[src/rtl/usbcfg_pkg.sv]
package usbcfg_pkg;
  localparam int unsigned CODE_W     = 8;
  localparam int unsigned SIZE_W     = 4;
  localparam int unsigned DEV_ADDR_W = 7;
  localparam int unsigned IDX_W      = 4;

  localparam logic [3:0]        EP_WR_HI    = 4'h2;
  localparam logic [3:0]        EP_RD_HI    = 4'h3;
  localparam logic [CODE_W-1:0] ADR_WR_CODE = 8'hB6;
  localparam logic [CODE_W-1:0] ADR_RD_CODE = 8'hB7;

  typedef enum logic [2:0] {
    OP_NONE, OP_EP_WR, OP_EP_RD, OP_ADR_WR, OP_ADR_RD
  } op_e;

  // bit order equals the byte seen by firmware: en, dir, dbuf, iso, size
  typedef struct packed {
    logic              en;
    logic              dir;
    logic              dbuf;
    logic              iso;
    logic [SIZE_W-1:0] size;
  } ep_cfg_t;
endpackage

[src/rtl/usbcfg_cmd_decode.sv]
module usbcfg_cmd_decode
  import usbcfg_pkg::*;
(
  input  logic [CODE_W-1:0] code_i,
  output op_e               op_o,
  output logic [IDX_W-1:0]  idx_o
);
  always_comb begin
    idx_o = code_i[IDX_W-1:0];
    op_o  = OP_NONE;
    if (code_i[7:4] == EP_WR_HI)      op_o = OP_EP_WR;
    else if (code_i[7:4] == EP_RD_HI) op_o = OP_EP_RD;
    else if (code_i == ADR_WR_CODE)   op_o = OP_ADR_WR;
    else if (code_i == ADR_RD_CODE)   op_o = OP_ADR_RD;
  end
endmodule

[src/rtl/usbcfg_ep_bank.sv]
module usbcfg_ep_bank
  import usbcfg_pkg::*;
#(
  parameter int unsigned NUM_EP = 16
) (
  input  logic                    clk_i,
  input  logic                    rst_ni,
  input  logic                    wr_en_i,
  input  logic [IDX_W-1:0]        wr_idx_i,
  input  ep_cfg_t                 wr_data_i,
  input  logic [IDX_W-1:0]        rd_idx_i,
  output ep_cfg_t                 rd_data_o,
  output ep_cfg_t [NUM_EP-1:0]    cfg_o,
  output logic                    flush_o
);
  localparam logic [IDX_W:0] EP_LIM = (IDX_W+1)'(NUM_EP);

  ep_cfg_t [NUM_EP-1:0] cfg_q;
  logic    wr_hit, rd_hit, alloc_chg, flush_q;
  ep_cfg_t old_cfg;

  for (genvar i = 0; i < NUM_EP; i++) begin : g_ep
    ep_cfg_t q;
    always_ff @(posedge clk_i or negedge rst_ni) begin
      if (!rst_ni)                                    q <= '0;
      else if (wr_hit && wr_idx_i == IDX_W'(i))       q <= wr_data_i;
    end
    assign cfg_q[i] = q;
  end

  assign wr_hit  = wr_en_i && ({1'b0, wr_idx_i} < EP_LIM);
  assign rd_hit  = {1'b0, rd_idx_i} < EP_LIM;
  assign old_cfg = wr_hit ? cfg_q[wr_idx_i] : '0;

  // only allocation fields (enable, size) void the FIFO memory
  assign alloc_chg = wr_hit &&
                     ((old_cfg.en != wr_data_i.en) || (old_cfg.size != wr_data_i.size));

  always_ff @(posedge clk_i or negedge rst_ni) begin
    if (!rst_ni) flush_q <= 1'b0;
    else         flush_q <= alloc_chg;
  end

  assign rd_data_o = rd_hit ? cfg_q[rd_idx_i] : '0;
  assign cfg_o     = cfg_q;
  assign flush_o   = flush_q;
endmodule

[src/rtl/usbcfg_addr_unit.sv]
module usbcfg_addr_unit
  import usbcfg_pkg::*;
(
  input  logic                  clk_i,
  input  logic                  rst_ni,
  input  logic                  wr_en_i,
  input  logic [CODE_W-1:0]     wr_data_i,
  input  logic                  bus_reset_i,
  input  logic                  status_ack_i,
  output logic [CODE_W-1:0]     reg_o,
  output logic [DEV_ADDR_W-1:0] act_addr_o,
  output logic                  act_en_o
);
  logic [CODE_W-1:0]     reg_q;
  logic [DEV_ADDR_W-1:0] act_addr_q;
  logic                  act_en_q, pend_q;

  always_ff @(posedge clk_i or negedge rst_ni) begin
    if (!rst_ni) begin
      reg_q      <= '0;
      act_addr_q <= '0;
      act_en_q   <= 1'b0;
      pend_q     <= 1'b0;
    end else begin
      if (wr_en_i) reg_q <= wr_data_i;
      // bus reset outranks a coincident acknowledge
      if (bus_reset_i) begin
        act_addr_q <= '0;
        act_en_q   <= 1'b1;
        pend_q     <= 1'b0;
      end else if (status_ack_i && pend_q) begin
        act_addr_q <= reg_q[DEV_ADDR_W-1:0];
        act_en_q   <= reg_q[CODE_W-1];
        pend_q     <= 1'b0;
      end
      if (wr_en_i) pend_q <= 1'b1;
    end
  end

  assign reg_o      = reg_q;
  assign act_addr_o = act_addr_q;
  assign act_en_o   = act_en_q;
endmodule

[src/rtl/usb_cfg_cmd_unit.sv]
module usb_cfg_cmd_unit
  import usbcfg_pkg::*;
#(
  parameter int unsigned NUM_EP = 16
) (
  input  logic                       clk_i,
  input  logic                       rst_ni,
  input  logic                       cmd_vld_i,
  input  logic [7:0]                 cmd_code_i,
  input  logic                       dat_wr_i,
  input  logic [7:0]                 dat_wr_data_i,
  input  logic                       dat_rd_i,
  output logic [7:0]                 rd_data_o,
  output logic                       rd_vld_o,
  input  logic                       bus_reset_i,
  input  logic                       status_ack_i,
  output logic [NUM_EP-1:0]          ep_en_o,
  output logic [NUM_EP-1:0]          ep_dir_o,
  output logic [NUM_EP-1:0]          ep_dbuf_o,
  output logic [NUM_EP-1:0]          ep_iso_o,
  output logic [4*NUM_EP-1:0]        ep_size_o,
  output logic [NUM_EP-1:0]          dma_dir_o,
  output logic                       flush_all_o,
  output logic [6:0]                 dev_addr_o,
  output logic                       dev_en_o
);
  op_e                  dec_op, op_q;
  logic [IDX_W-1:0]     dec_idx, idx_q;
  logic                 armed_q, wr_fire, rd_fire, rd_vld_q;
  logic [CODE_W-1:0]    rd_q, rd_mux, adr_reg;
  ep_cfg_t              ep_rd;
  ep_cfg_t [NUM_EP-1:0] ep_cfg;

  usbcfg_cmd_decode u_dec (
    .code_i (cmd_code_i),
    .op_o   (dec_op),
    .idx_o  (dec_idx)
  );

  // a new command re-arms; any data strobe consumes the armed command
  always_ff @(posedge clk_i or negedge rst_ni) begin
    if (!rst_ni) begin
      op_q    <= OP_NONE;
      idx_q   <= '0;
      armed_q <= 1'b0;
    end else if (cmd_vld_i) begin
      op_q    <= dec_op;
      idx_q   <= dec_idx;
      armed_q <= 1'b1;
    end else if (dat_wr_i || dat_rd_i) begin
      armed_q <= 1'b0;
    end
  end

  assign wr_fire = armed_q && !cmd_vld_i && dat_wr_i;
  assign rd_fire = armed_q && !cmd_vld_i && dat_rd_i && !dat_wr_i;

  usbcfg_ep_bank #(.NUM_EP(NUM_EP)) u_bank (
    .clk_i     (clk_i),
    .rst_ni    (rst_ni),
    .wr_en_i   (wr_fire && op_q == OP_EP_WR),
    .wr_idx_i  (idx_q),
    .wr_data_i (ep_cfg_t'(dat_wr_data_i)),
    .rd_idx_i  (idx_q),
    .rd_data_o (ep_rd),
    .cfg_o     (ep_cfg),
    .flush_o   (flush_all_o)
  );

  usbcfg_addr_unit u_addr (
    .clk_i        (clk_i),
    .rst_ni       (rst_ni),
    .wr_en_i      (wr_fire && op_q == OP_ADR_WR),
    .wr_data_i    (dat_wr_data_i),
    .bus_reset_i  (bus_reset_i),
    .status_ack_i (status_ack_i),
    .reg_o        (adr_reg),
    .act_addr_o   (dev_addr_o),
    .act_en_o     (dev_en_o)
  );

  always_comb begin
    case (op_q)
      OP_EP_RD:  rd_mux = ep_rd;
      OP_ADR_RD: rd_mux = adr_reg;
      default:   rd_mux = '0;
    endcase
  end

  always_ff @(posedge clk_i or negedge rst_ni) begin
    if (!rst_ni) begin
      rd_q     <= '0;
      rd_vld_q <= 1'b0;
    end else begin
      rd_vld_q <= rd_fire;
      if (rd_fire) rd_q <= rd_mux;
    end
  end

  assign rd_data_o = rd_q;
  assign rd_vld_o  = rd_vld_q;

  for (genvar i = 0; i < NUM_EP; i++) begin : g_out
    assign ep_en_o[i]           = ep_cfg[i].en;
    assign ep_dir_o[i]          = ep_cfg[i].dir;
    assign ep_dbuf_o[i]         = ep_cfg[i].dbuf;
    assign ep_iso_o[i]          = ep_cfg[i].iso;
    assign ep_size_o[4*i +: 4]  = ep_cfg[i].size;
    assign dma_dir_o[i]         = ep_cfg[i].dir;
  end
endmodule

[config.mk]
export PLATFORM = sky130hd
export DESIGN_NAME = usb_cfg_cmd_unit
export DESIGN_NICKNAME = d
export VERILOG_FILES = /design/src/rtl/usbcfg_pkg.sv /design/src/rtl/usbcfg_cmd_decode.sv /design/src/rtl/usbcfg_ep_bank.sv /design/src/rtl/usbcfg_addr_unit.sv /design/src/rtl/usb_cfg_cmd_unit.sv
export SDC_FILE = /design/constraint.sdc
export NUM_CORES = 1
export LEC_CHECK = 0
export BUFFER_PORTS_ARGS = -buffer_cell sky130_fd_sc_hd__buf_4
export CORE_ASPECT_RATIO = 2
export CORE_UTILIZATION = 55
export CTS_CLUSTER_SIZE = 12
export DETAILED_ROUTE_END_ITERATION = 8
export PLACE_DENSITY = 0.9
export SLEW_MARGIN = 20
export SYNTH_ARGS = -nofsm -noshare
export SYNTH_HDL_FRONTEND = slang
export SYNTH_HIERARCHICAL = 1
export SYNTH_SLANG_ARGS = --single-unit
[constraint.sdc]
create_clock -name clk_i -period 2.7 [get_ports clk_i]
set_clock_uncertainty 0.1 [all_clocks]
set_input_delay 0 -clock clk_i [delete_from_list [all_inputs] [get_ports clk_i]]
set_output_delay 0 -clock clk_i [all_outputs]
set_load 0.005 [all_outputs]
==> summary.txt, run 1 <==
Clocking
  • Clk slew on worst S/H paths: 0.06 ns
  • H-tree depth: 4
  • Skew-Pair Late Insertion Delay: between 0.4 and 0.5 ns
  • CTS Buf Count: 17
  • TritonCTS Sinks: around 160
  • CTS tree: built
  • CTS Root Cell: clkbuf_16
  • Post-CTS setup buffer count: 0
  • Clk buf depth: 2

Die
  • Placeable Area: approximately 15000 sq um
  • Die Y: between 150 and 200 um
  • Die area: ~16000 sq um
  • IO Count: 185
  • Core Rows: 63
  • Die width: 89.36 um
  • Initial Util: a little under three fifths

STA
  • Fmax: a little under 400 MHz
  • Period Utilization, post-route: a little over nine tenths
  • Final hold slack: around 0.044 ns
  • Fin. Hold Viols: 0
  • Tmin final: 2.556 ns
  • Final setup viols: 0
  • Slew margin rel.: 48.80%
  • Worst slew pin tran: around 0.77 ns
  • RSZ-0062 raised after global routing: false
  • Final slew viol count: 0

Synthesis
  • Synth Register Bits: approximately 160
  • Library cells used by synthesis: 54
  • Post-Syn Area: approximately 8400 sq um
  • Syn Nets: 577
  • Synth Area per Inst: 15.15 sq um
  • Asr flop ratio synth: 100.0%
  • Post-synth EDFFs: 0
  • Seq/Total Area, Yosys: between 40 and 50%
  • Syn Inst Count: roughly 550
  • Synth Flop Type: dfrtp_1
  • Syn. warnings: 6

Worst setup path
  • Critical path arrival: around 2.7 ns
  • Worst Reg-to-Reg Cells: 6
  • Worst path top cell family by delay: multiplexers
  • CP Launch Point: idx_q[1]
  • Setup slack, reg-to-reg: approximately 0.14 ns
  • Crit path launch type: flip-flop
  • Worst-path cell chain: buf_4 > mux4_2 > mux2i_1 > a21oi_1 > xnor2_1 > a41oi_1
  • CP max stage cell: dfrtp_2
  • Crit Path Class: flip-flop to flip-flop
  • CP Max Fanout: 14
  • Worst r2r src: idx_q[1]
  • Critical path buffers and inverters: 1
  • Setup crit end kind: flip-flop
  • Max incr delay on CP: 0.63 ns
  • WP data required: 2.85 ns
  • R2R Path End: u_bank/flush_o

Pwr
  • Total power per unit cell area: ~520 nW/um^2
  • Switching pwr: approximately 1.5 mW
  • Combinational cell fraction of total power: roughly 13%
  • Internal: 4.105 mW
  • Peak VDD IR: 0.0005134 V
  • Clk pwr share: approximately 40%
  • Seq pwr share: 47.1%
  • Leak Pwr: about 5.2 nW
  • Design Power: approximately 5.6 mW
  • Switching Share: between 20% and 30%

Global route
  • Total GRT Usage: 33.03%
  • Vias in the first global route: 6405
  • Grt total ovfl: 0
  • Antenna violations before repair: 0
  • Largest net degree at the start of global routing: 80
  • First-pass GRT wire length: around 37000 um

Min path
  • Worst Hold Depth: 4
  • Hold_sp: cmd_code_i[7]
  • Hold Crit Endpoint: op_q[0]
  • Hold Path Class: primary input to flip-flop

Placed design
  • GPL Wtd Cong: approximately 0.89
  • DP Wirelength: around 17000 um
  • IO buf count: between 150 and 200
  • Placed cell count: a little under 900

Cells and area
  • Fillers: between 900 and 1000
  • Share of cells above drive strength 1: 59.34%
  • Final Util: between 70% and 80%
  • N_diodes: 0
  • Final #Nets: between 700 and 800
  • Fin cells: 950
  • P&R area growth vs syn: 27.56%

Route
  • Vias: 6003
  • Routed wire length per instance: approximately 26 um
  • Post-DRT Antenna Nets: 0
  • 1st-iter DRT viols: between 400 and 500
  • Residual DRC count: 0
  • Final WL: 24450 um
  • 1st-pass router iterations: 5
  • Vias per cell: ~6.3

Status
  • Status: finished clean

Run
  • Maxcap violations: 0
==> how the worst max path moves through the flow <==
stage / to / cells past startpoint / slack [ns]
after detailed placement: u_bank/cfg_o[13] / 7 / 0.06
after global routing: u_bank/cfg_o[99] / 6 / 0.03
final: u_bank/flush_o / 6 / 0.14
after CTS: u_bank/cfg_o[22] / 7 / -0.02
after global placement: u_bank/cfg_o[13] / 7 / 0.11
after floorplan: u_bank/cfg_o[32] / 7 / 0.44
==> worst min-delay path, delay by kind of cell <==
kind,cells,cell delay (ns)
compound gates,1,0.17
mux,1,0.12
buf+inv,1,0.10
simple gates,1,0.15
==> cells in the final DEF, fill, tap and decap left out, types with 2 or more instances in the layout <==
master	n
nor2_4	3
nand3_1	8
mux4_1	3
nand2_1	2
clkinv_4	3
mux2_2	112
clkinv_2	2
nor2b_1	4
nor2_2	7
a22oi_1	8
a21bo_2	6
mux2i_1	8
buf_4	198
a21oi_2	9
inv_6	5
dlygate4sd3_1	24
clkbuf_16	17
nor3b_4	2
mux4_2	55
dfrtp_1	161
a21oi_1	10
xnor2_1	4
inv_1	3
nand2b_1	2
or3_1	3
mux2_1	32
nor2_1	12
dfrtp_2	2
buf_12	10
nand3b_1	2
nand2_2	2
a211oi_1	2
a211oi_2	2
xor2_1	3
==> through the flow <==
step / area [sq um] / setup TNS (ns) / setup WS (ns)
floorplan: 8394 / 0 / 0.4402
global placement: 9911 / 0 / 0.1064
detailed placement: 9911 / 0 / 0.06375
CTS: 10700 / -0.1019 / -0.01730
global route: 10710 / 0 / 0.02510
finish: 10710 / 0 / 0.1440
==> area by class of cell <==
type / count / area, sq um / share of cell area [%]
well taps: 195 / 244.0 / 2.279
repair buffers: 233 / 1938 / 18.10
multi-input cells: 325 / 3891 / 36.34
inverters: 3 / 11.26 / 0.1052
clock buffers: 19 / 442.9 / 4.136
clock inverters: 12 / 98.84 / 0.9231
flip-flops and latches: 163 / 4081 / 38.12
==> kinds of logic after synthesis <==
kind of cell / after synthesis / synth area share [%]
AND/OR/NAND/NOR: 62 / 5.142
buffers and inverters: 66 / 5.232
XOR/XNOR: 7 / 0.7304
flip-flops: 163 / 48.59
multiplexers: 210 / 35.97
AO/OA/AOI/OAI: 46 / 4.338
==> cell usage after synthesis, types with 2 or more instances <==
library cell / n / area share (%)
dfrtp_1: 163 / 49
mux2_2: 112 / 15
mux4_2: 55 / 15
mux2_1: 32 / 4.3
buf_4: 30 / 2.7
nor2_1: 13 / 0.58
buf_2: 11 / 0.66
a21oi_1: 10 / 0.60
a21oi_2: 9 / 0.94
clkbuf_1: 9 / 0.40
a22oi_1: 8 / 0.72
mux2i_1: 8 / 0.95
nand3_1: 8 / 0.48
a21bo_2: 6 / 0.72
nor2_2: 6 / 0.45
buf_1: 5 / 0.22
buf_6: 4 / 0.54
nand2_1: 4 / 0.18
nor2b_1: 4 / 0.30
xnor2_1: 4 / 0.42
buf_8: 3 / 0.54
inv_1: 3 / 0.13
mux4_1: 3 / 0.94
nand2b_1: 3 / 0.22
nor2_4: 3 / 0.40
or3_1: 3 / 0.22
xor2_1: 3 / 0.31
a211oi_1: 2 / 0.18
a211oi_2: 2 / 0.30
nand3b_1: 2 / 0.18
nor3_1: 2 / 0.12
nor3b_4: 2 / 0.45
==> power groups by stage <==
| stage | Combinational, mW | Clock, mW | Sequential (mW) |
|---|---|---|---|
| after floorplan | 0.396 | 0 | 2.63 |
| after global placement | 0.645 | 0 | 2.66 |
| after detailed placement | 0.666 | 0 | 2.67 |
| after CTS | 0.701 | 2.27 | 2.63 |
| after global routing | 0.754 | 2.38 | 2.63 |
| final | 0.706 | 2.25 | 2.63 |
==> flip-flops by register name, indices dropped and copies added (netlist names) <==
name	count
u_bank/flush_o	1
u_addr/pend_q	1
op_q	3
u_addr/reg_o	8
u_addr/act_en_o	1
u_bank/cfg_o	128
idx_q	4
rd_data_o	8
rd_vld_o	1
armed_q	1
u_addr/act_addr_o	7
==> per-layer routing <==
| layer | up-vias | share of wire (%) | track usage, % |
|---|---|---|---|
| li1 | 2451 | - | - |
| met1 | 3077 | 33 | 37.48 |
| met2 | 362 | 53 | 54.87 |
| met3 | 113 | 6.3 | 7.556 |
| met4 | 0 | 6.8 | 20.97 |
| met5 | - | 0 | 0 |
==> timing repair <==
action,in CTS,in global routing
setup endpoints to repair,8,87
hold buffers,24,0
resized for setup,1,4
endpoints found under the hold margin,230,0
Note: power is estimated with default switching activity, not from simulation.
==> inputs of run 2 (changes only) <==
RECOVER_POWER = 25   (was unset)
==> summary.txt, run 2 (same netlist as run 1, synthesis figures left out) <==
Cells and area
  • Most common cell after layout, fill and taps aside: dfrtp_1
  • Largest register FFs: 128 (unchanged)
  • Most frequent cells in the layout: dfrtp_1 (161), buf_4 (153), mux2_2 (112), mux4_2 (55), clkbuf_4 (34)
  • Fillers: 942 (+1.5%)
  • P&R area growth vs syn: 26.99%
  • Final #Nets: 766 (unchanged)
  • N_diodes: 0 (unchanged)
  • Share of cells above drive strength 1: 57.88% (-1.5 points)

Pwr
  • Total power per unit cell area: 522.4 nW/um^2 (+0.23%)
  • Design Power: 5.569 mW (-0.22%)
  • Leak Pwr: 5.172 nW (-1.2%)
  • Peak VDD IR: 0.0005127 V (-0.12%)

Worst setup path
  • Crit Path Class: flip-flop to flip-flop
  • WP data required: 2.88 ns (+0.03 ns)
  • CP Max Fanout: 15 (+1)
  • Critical path arrival: 2.72 ns (about the same)
  • Setup crit end kind: flip-flop
  • Crit path launch type: flip-flop

Clocking
  • Post-CTS setup buffer count: 0 (unchanged)
  • Clk buf depth: 2 (unchanged)
  • TritonCTS Sinks: 163 (unchanged)
  • H-tree depth: 4 (unchanged)
  • CTS tree: built
  • CTS Root Cell: clkbuf_16
  • Clk slew on worst S/H paths: 0.06 ns (about the same)
  • Skew-Pair Late Insertion Delay: 0.43 ns (about the same)
  • CTS Buf Count: 17 (unchanged)

Global route
  • Grt total ovfl: 0 (unchanged)
  • Antenna violations before repair: 0 (unchanged)
  • Vias in the first global route: 6405 (unchanged)
  • Largest net degree at the start of global routing: 80 (unchanged)
  • First-pass GRT wire length: 37160 um (unchanged)
  • Total GRT Usage: 33.03% (unchanged)

Die
  • Die width: 89.36 um (unchanged)
  • Die area: 15790 sq um (unchanged)
  • Die Y: 176.7 um (unchanged)
  • Core Rows: 63 (unchanged)
  • Placeable Area: 14900 sq um (unchanged)
  • IO Count: 185 (unchanged)
  • Initial Util: 56.35% (unchanged)

STA
  • Slew margin rel.: -31.61% (-80 points)
  • Fmax: 393.6 MHz (+0.60%)
  • Final setup viols: 0 (unchanged)
  • Final slew viol count: 79 (+79)
  • Worst slew pin tran: 1.974 ns (+1.206 ns)
  • Fin. Hold Viols: 0 (unchanged)
  • Period Utilization, post-route: 94.10% (-0.57 points)
  • Final worst slack: 0.1594 ns (+0.01535 ns)
  • RSZ-0062 raised after global routing: false
  • Tmin final: 2.541 ns (-0.01536 ns)

Status
  • Failing checks: max-capacitance violations, max-slew violations
  • Status: finished with violations

Placed design
  • IO buf count: 184 (unchanged)
  • Pre-CTS setup slack: 0.06375 ns (unchanged)
  • DP Wirelength: 17120 um (unchanged)
  • GPL Wtd Cong: 0.8909 (unchanged)

Route
  • Final WL: 24410 um (-0.15%)
  • Post-DRT Antenna Nets: 0 (unchanged)
  • 1st-pass router iterations: 4 (-1)
  • 1st-iter DRT viols: 496 (+4.2%)
  • Routed wire length per instance: 25.69 um (-0.15%)
  • Residual DRC count: 0 (unchanged)
  • Vias per cell: 6.285 (-0.53%)
  • Vias: 5971 (-0.53%)

Min path
  • Hold Path Class: primary input to flip-flop

Run
  • Maxcap violations: 1 (+1)
run 2: changes by cell type in the layout (fill, tap and decap cells not counted):
| cell | before | now |
|---|---|---|
| buf_6 | 1 | 0 |
| buf_4 | 198 | 153 |
| clkbuf_2 | 0 | 1 |
| clkbuf_1 | 1 | 12 |
| clkbuf_4 | 0 | 34 |
run 2: cell type report:
class | instances | area, sq um | share of cell area, %
Tap cell | 195 | 244.0 | 2.289
Clock buffer | 19 | 442.9 | 4.155
Multi-Input combinational cell | 325 | 3891 | 36.50
Timing Repair Buffer | 233 | 1891 | 17.73
Sequential cell | 163 | 4081 | 38.29
Clock inverter | 12 | 98.84 | 0.9272
Inverter | 3 | 11.26 | 0.1056
run 2: path summary, 6_finish.rpt:
check | start | end | slack [ns] | cells after the start
worst min register to register | armed_q | armed_q | 0.41 | 1
min in group asynchronous | rst_ni | u_bank/cfg_o[88] | 0.56 | 2
max in group asynchronous | rst_ni | idx_q[0] | 0.63 | 2
worst max register to register | idx_q[1] | rd_data_o[2] | 0.16 | 6
worst min-delay path | cmd_code_i[7] | op_q[0] | 0.04 | 4
worst max-delay path | idx_q[1] | rd_data_o[2] | 0.16 | 6
run 2: layer usage:
layer / GRT usage, % / vias to the layer above / routed length [um]
li1: - / 2457 / -
met1: 37.48 / 3087 / 8247
met2: 54.87 / 316 / 13110
met3: 7.556 / 111 / 1417
met4: 20.97 / 0 / 1628
met5: 0 / - / 0
run 2: metrics by stage:
step / area (sq um) / hold WS [ns] / utilization [%] / cells / setup TNS (ns)
floorplan: 8394 / -0.3956 / - / 554 / 0
global placement: 9911 / -0.02917 / 66.52 / 895 / 0
detailed placement: 9911 / -0.01376 / 66.52 / 895 / 0
CTS: 10700 / 0.02272 / 71.79 / 950 / -0.1019
global route: 10660 / 0.06588 / 71.55 / 950 / 0
finish: 10660 / 0.04008 / 71.55 / 950 / 0
run 2: timing repair:
item | CTS | global route
hold endpoints to repair | 230 | 0
hold buffers | 24 | 0
endpoints found under the setup margin | 8 | 87
resized for setup | 1 | 4
run 2: worst max-delay path: stages (launching register included):
cell	delay, ns
dfrtp_2	0.63
buf_12	0.22
buf_4	0.23
mux4_2	0.34
mux4_2	0.54
a22oi_1	0.25
a21oi_2	0.08
run 2: power by group:
group | internal (mW) | total (mW) | switching, mW
Combinational | 0.356 | 0.696 | 0.340
Sequential | 2.53 | 2.63 | 0.101
Clock | 1.22 | 2.25 | 1.03
